## config.mk

```make
export PLATFORM = sky130hd
export DESIGN_NAME = pipe_code_align
export DESIGN_NICKNAME = d
export VERILOG_FILES = /design/src/rtl/pca_pkg.sv /design/src/rtl/pca_skew_line.sv /design/src/rtl/pca_merge.sv /design/src/rtl/pca_phase_reg.sv /design/src/rtl/pipe_code_align.sv
export SDC_FILE = /design/constraint.sdc
export NUM_CORES = 1
export LEC_CHECK = 0
export BUFFER_PORTS_ARGS = -buffer_cell sky130_fd_sc_hd__buf_4
export CAP_MARGIN = 15
export CORE_ASPECT_RATIO = 0.8
export CORE_MARGIN = 4
export CORE_UTILIZATION = 35
export CTS_CLUSTER_DIAMETER = 50
export DETAILED_ROUTE_END_ITERATION = 7
export PLACE_DENSITY = 0.49
export SLEW_MARGIN = 20
export SYNTH_ARGS = -nofsm -noshare
export SYNTH_HDL_FRONTEND = slang
export SYNTH_HIERARCHICAL = 1
export SYNTH_SLANG_ARGS = --single-unit
```

## constraint.sdc

```tcl
create_clock -name clk -period 2.57 [get_ports clk]
set_input_delay 0.1285 -clock clk [delete_from_list [all_inputs] [get_ports clk]]
set_output_delay 0.1285 -clock clk [all_outputs]
set_load 0.05 [all_outputs]
```

## src/rtl/pca_pkg.sv

```systemverilog
package pca_pkg;
   localparam int unsigned CODE_W = 2;
   typedef logic [CODE_W-1:0] rcode_t;
   // three-level decision encoding; the fourth value cannot come from a working comparator pair
   localparam rcode_t RC_LOW  = 2'd0;
   localparam rcode_t RC_MID  = 2'd1;
   localparam rcode_t RC_HIGH = 2'd2;
   localparam rcode_t RC_BAD  = 2'd3;
endpackage

```

## src/rtl/pca_skew_line.sv

```systemverilog
module pca_skew_line #(
   parameter int unsigned W     = 2,
   parameter int unsigned DEPTH = 1
) (
   input  logic         clk,
   input  logic         rst_n,
   input  logic [W-1:0] d_i,
   output logic [W-1:0] q_o
);
   generate
      if (DEPTH < 1) begin : g_bad_depth
         $error("pca_skew_line: DEPTH must be at least 1");
      end
   endgenerate

   logic [W-1:0] tap_q [DEPTH];

   always_ff @(posedge clk or negedge rst_n) begin
      if (!rst_n) begin
         for (int i = 0; i < DEPTH; i++) tap_q[i] <= '0;
      end else begin
         tap_q[0] <= d_i;
         for (int i = 1; i < DEPTH; i++) tap_q[i] <= tap_q[i-1];
      end
   end

   assign q_o = tap_q[DEPTH-1];
endmodule

```

## src/rtl/pca_merge.sv

```systemverilog
module pca_merge
   import pca_pkg::*;
#(
   parameter int unsigned N_RED    = 6,
   parameter int unsigned FLASH_W  = 2,
   parameter int unsigned OUT_W    = N_RED + FLASH_W,
   parameter bit          SATURATE = 1'b1
) (
   input  logic [CODE_W*N_RED-1:0] codes_i,
   input  logic [FLASH_W-1:0]      flash_i,
   output logic [OUT_W-1:0]        word_o,
   output logic                    bad_o
);
   localparam int unsigned SUM_W = OUT_W + 2;
   localparam logic [SUM_W-1:0] FULL = SUM_W'((1 << OUT_W) - 1);

   logic [SUM_W-1:0] acc;
   logic             any_bad;

   // stage k (0-based) carries weight 2^(FLASH_W-1 + N_RED-1-k): one bit of overlap per stage
   always_comb begin
      acc     = SUM_W'(flash_i);
      any_bad = 1'b0;
      for (int k = 0; k < N_RED; k++) begin
         acc     = acc + (SUM_W'(codes_i[CODE_W*k +: CODE_W]) << (FLASH_W - 1 + N_RED - 1 - k));
         any_bad = any_bad | (rcode_t'(codes_i[CODE_W*k +: CODE_W]) == RC_BAD);
      end
   end

   generate
      if (SATURATE) begin : g_sat
         assign word_o = (acc > FULL) ? FULL[OUT_W-1:0] : acc[OUT_W-1:0];
      end else begin : g_wrap
         assign word_o = acc[OUT_W-1:0];
      end
   endgenerate

   assign bad_o = any_bad;
endmodule

```

## src/rtl/pca_phase_reg.sv

```systemverilog
module pca_phase_reg #(
   parameter int unsigned W = 9
) (
   input  logic         clk,
   input  logic         rst_n,
   input  logic         en_i,
   input  logic [W-1:0] d_i,
   output logic [W-1:0] q_o
);
   always_ff @(posedge clk or negedge rst_n) begin
      if (!rst_n)    q_o <= '0;
      else if (en_i) q_o <= d_i;
   end
endmodule

```

## src/rtl/pipe_code_align.sv

```systemverilog
module pipe_code_align
   import pca_pkg::*;
#(
   parameter int unsigned N_RED    = 6,
   parameter int unsigned FLASH_W  = 2,
   parameter int unsigned OUT_W    = N_RED + FLASH_W,
   parameter bit          SATURATE = 1'b1
) (
   input  logic                    clk,
   input  logic                    rst_n,
   input  logic                    phase_i,
   input  logic [CODE_W*N_RED-1:0] red_code_i,
   input  logic [FLASH_W-1:0]      flash_code_i,
   output logic [OUT_W-1:0]        word_o,
   output logic                    bad_o
);
   localparam int unsigned HOLD_W = OUT_W + 1;

   generate
      if (N_RED < 1)                  begin : g_bad_nred  $error("pipe_code_align: N_RED must be at least 1"); end
      if (FLASH_W < 1)                begin : g_bad_flash $error("pipe_code_align: FLASH_W must be at least 1"); end
      if (OUT_W != N_RED + FLASH_W)   begin : g_bad_outw  $error("pipe_code_align: OUT_W must equal N_RED + FLASH_W"); end
   endgenerate

   logic [CODE_W*N_RED-1:0] aligned_codes;
   logic [OUT_W-1:0]        merged_word;
   logic                    merged_bad;
   logic [HOLD_W-1:0]       sum_q;
   logic [HOLD_W-1:0]       out_q;

   // stage k (0-based) lags stage 0 by k half-cycles; the flash lags by N_RED
   generate
      for (genvar k = 0; k < N_RED; k++) begin : g_stage
         pca_skew_line #(.W(CODE_W), .DEPTH(N_RED - k)) u_skew (
            .clk   (clk),
            .rst_n (rst_n),
            .d_i   (red_code_i[CODE_W*k +: CODE_W]),
            .q_o   (aligned_codes[CODE_W*k +: CODE_W])
         );
      end
   endgenerate

   pca_merge #(.N_RED(N_RED), .FLASH_W(FLASH_W), .OUT_W(OUT_W), .SATURATE(SATURATE)) u_merge (
      .codes_i (aligned_codes),
      .flash_i (flash_code_i),
      .word_o  (merged_word),
      .bad_o   (merged_bad)
   );

   pca_phase_reg #(.W(HOLD_W)) u_sum (
      .clk   (clk),
      .rst_n (rst_n),
      .en_i  (phase_i),
      .d_i   ({merged_bad, merged_word}),
      .q_o   (sum_q)
   );

   pca_phase_reg #(.W(HOLD_W)) u_out (
      .clk   (clk),
      .rst_n (rst_n),
      .en_i  (phase_i),
      .d_i   (sum_q),
      .q_o   (out_q)
   );

   assign word_o = out_q[OUT_W-1:0];
   assign bad_o  = out_q[OUT_W];
endmodule

```

==> impl_summary.md <==
Timing
The number of pins with negative max-slew slack in the final report is 0. The actual slew at the worst max-slew pin is 717 ps. In the finished design, the share of the clock period the worst path needs comes to 0.790. The number of failing hold endpoints at the final stage is 0. The worst pin sits at a relative slew slack of 0.522. The maximum clock frequency is 0.493 GHz.

The worst path needs 2030 ps of the cycle, external delays included. Setup violations remaining at the end of the flow were counted as 0. The setup TNS is 0 ps. The least setup slack across all paths after layout is 540 ps. Clock skew on the completed layout was measured at 4.32 ps.

Setup repair after global routing left no endpoint under its margin.

Flow run
The number of max-capacitance violations reported is 0.

Final layout
The area taken by flip-flops and latches is 1500 um^2. In the final layout, the share of cells above drive strength 1 is 0.349. The number of antenna repair diodes is 0. The area growth from synthesis to layout is 25.0%. The number of nets in the layout is 192.

The fill cell instance count of the final layout is 531. The multi-input combinational cells in the finished layout cover a total of 579 um^2.

Synth
The average footprint of a synthesized cell is 16.7 um^2. The number of instances in the synthesized netlist is 131. Yosys attributes the largest share of cell area to sky130_fd_sc_hd__dfrtp_1 69%, sky130_fd_sc_hd__mux2_4 12%, sky130_fd_sc_hd__buf_4 3.4%. In this run, synthesis inferred 0 flip-flops with an integrated enable. The combinational family with the most area after synthesis is multiplexers. The synthesized-area fraction occupied by ao, oa, aoi and oai cells is 0.0475. The xor-xnor portion of the synthesized cell area is 0.0160.

The synthesized flop and latch total is 60. By instance count, the leading cell after synthesis is sky130_fd_sc_hd__dfrtp_1. Sorting the synthesized cells by how often they occur yields 60 x sky130_fd_sc_hd__dfrtp_1, 18 x sky130_fd_sc_hd__mux2_4, 10 x sky130_fd_sc_hd__buf_4. The sequential-to-total area share from yosys stat is 0.687. For this run, asynchronously set or reset flops after synthesis account for 1.00.

The adder-cell area share of the yosys netlist is 0.0435. The synthesized design spends more area on one cell type than any other, namely sky130_fd_sc_hd__dfrtp_1. The synthesized netlist contains 24 unique library cells. When the netlist entered floorplanning its net count stood at 155. The most used flip-flop cell after synthesis is sky130_fd_sc_hd__dfrtp_1. Of the post-synthesis cell area, the dominant cell type holds 0.687. The cell area after synthesis is 2190 um^2. During synthesis, Yosys emitted a total of 6 warnings. The simple-gate share of the synthesized area is 0.0343. The portion of synthesized area spent on multiplexers is 0.124.

Clock network
The maximum level of the CTS H-tree is 3. TritonCTS built the clock tree. The clock insertion delay at the later pin of the skew report is 330 ps.

The number of setup buffers added after CTS is 0. The number of gates resized after CTS was 0. After clock tree synthesis, the flow added hold-fix buffers numbering 13. The total clock sinks is 60. The maximum clock insertion buffer count is 2. The clock transition at the register clock pins on the worst setup and hold paths after CTS is 60 ps. The CTS buffer count is 9. The clock tree root buffer cell is sky130_fd_sc_hd__clkbuf_8.

Placed design
Port buffering added 25 buffers. The routability-driven placement congestion ratio is 0.830. The wire-length estimate of the detail-placed layout is 1920 um. Prior to clock tree synthesis, the placed netlist has a worst setup slack of 534 ps.

Power
The maximum vdd drop is 0.000376 V. The power density over the cells is 889 nW/um^2. Summed over all cells, the static leakage comes to 1.26 nW.

Worst setup path
Along the worst path, the maximum fanout reaches 6. The critical path is of the reg -> reg type. The endpoint arrival time on the critical path is 2240 ps. The slowest cell on the critical path is sky130_fd_sc_hd__dfrtp_1.

STA classifies the critical path startpoint as a register. On the worst path, the slowest cell contributes a delay of 430 ps. STA puts the critical path data required time at 2780 ps. The type of element capturing the critical path is a register.

Traced cell by cell, the critical path runs through ha_1, a21oi_1, o211ai_2, a22oi_2, nand2_1, mux2_4.

Global routing
The aggregate global-route resource usage is 0.0998. The first global-routing pass estimated 5470 um of wire. The number of antenna violations at the first check in global routing was 0.

The pin count of the biggest net entering global routing is 61. The global route total overflow is 0. The number of global-route vias before repair is 1214.

Floorplanning
The die boundary width is 96.4 um. For this design the top-level I/O count stands at 26. The region available for standard cell placement spans 5970 um^2.

The die covers 7580 um^2. The effective utilization at floorplan is 0.366. Measured along the y axis, the die boundary spans 78.7 um. The number of standard-cell rows in the floorplan is 25.

Route
Dividing the detail-routed via count by the number of cells gives 4.32. The remaining antenna violation count is 0. The initial detailed-routing violation count is 20.

The first-pass iteration count of the detailed router is 4. Detailed routing inserted a total of 1093 vias. The residual DRC count is 0. The routed length per placed instance is 12.1 um. The sum of routed wire length over all layers is 3050 um.

Worst hold path
The min-delay analysis places its worst path in the category in -> reg.

Run status
The run finished with clean final reports.
layout by cell type (no fill, tap or decap), types with 2 or more instances in the layout:
cell	Yosys	layout
sky130_fd_sc_hd__a21oi_1	4	4
sky130_fd_sc_hd__a22oi_1	3	3
sky130_fd_sc_hd__buf_4	10	25
sky130_fd_sc_hd__bufinv_16	0	2
sky130_fd_sc_hd__clkbuf_8	0	11
sky130_fd_sc_hd__dfrtp_1	60	60
sky130_fd_sc_hd__dlygate4sd3_1	0	13
sky130_fd_sc_hd__ha_1	6	6
sky130_fd_sc_hd__inv_1	2	2
sky130_fd_sc_hd__mux2_4	18	18
sky130_fd_sc_hd__nand2_1	4	4
sky130_fd_sc_hd__nand2b_1	4	4
sky130_fd_sc_hd__nand3_1	3	3
sky130_fd_sc_hd__xnor2_1	3	3
metrics by stage:
stage	util	std cells	total power, mW	hold slack, ps	instance area, um^2
after floorplan	-	131	1.39	-167	2190
after global placement	0.398	225	1.50	231	2380
after detailed placement	0.398	225	1.51	239	2380
after CTS	0.457	253	2.47	99.9	2730
after global routing	0.457	253	2.55	109	2730
final	0.457	253	2.43	121	2730
flip-flops by register name, summed over array words and instances, names as in the netlist:
| name | flops |
|---|---|
| g_stage.u_skew/q_o | 12 |
| g_stage.u_skew/tap_q | 30 |
| u_out/q_o | 9 |
| u_sum/q_o | 9 |
worst paths after layout:
check                                           startpoint                         end  depth (start not counted)  slack (ps)
worst min register to register  g_stage[0].u_skew/tap_q[3]    g_stage[0].u_skew/q_o[1]                          0         340
worst max register to register    g_stage[4].u_skew/q_o[0]                u_sum/q_o[4]                          6         540
min in group asynchronous                            rst_n                u_out/q_o[6]                          2         400
worst max-delay path              g_stage[4].u_skew/q_o[0]                u_sum/q_o[4]                          6         540
max in group asynchronous                            rst_n  g_stage[0].u_skew/tap_q[4]                          2        1690
worst min-delay path                       flash_code_i[0]                u_sum/q_o[0]                          3         120
worst max-delay path: cells and delay by family, from the launching register on:
| family | cells | cell delay [ps] |
|---|---|---|
| muxes | 1 | 270 |
| DFF | 1 | 430 |
| and+or+nand+nor | 1 | 100 |
| adders and majority gates | 1 | 310 |
| AOI/OAI and AO/OA | 3 | 800 |
kinds of logic after synthesis:
family | count (synthesis)
DFF | 60
muxes | 18
adders and majority gates | 7
AOI/OAI and AO/OA | 14
buffers and inverters | 14
and+or+nand+nor | 14
xor gates and xnor gates | 4
metal layers:
layer,GRT usage,wire length [um]
met3,0.0642,227
met1,0.102,1250
met5,0,0
met2,0.159,1510
met4,0.0462,60
final cells by class:
class,instances,area share
sequential,60,0.550
multi-input combinational,57,0.212
timing repair buffer,38,0.116
clock buffer,11,0.0554
tap,81,0.0371
clock inverter,4,0.0266
inverter,2,0.00275
power breakdown:
group / internal (mW) / leakage (nW) / switching [mW] / total [mW]
combinational: 0.189 / 0.466 / 0.221 / 0.410
clock: 0.591 / 0.111 / 0.336 / 0.927
sequential: 1.04 / 0.687 / 0.0494 / 1.09
total: 1.82 / 1.26 / 0.607 / 2.43
No activity file was read; power rests on OpenSTA's default activity.
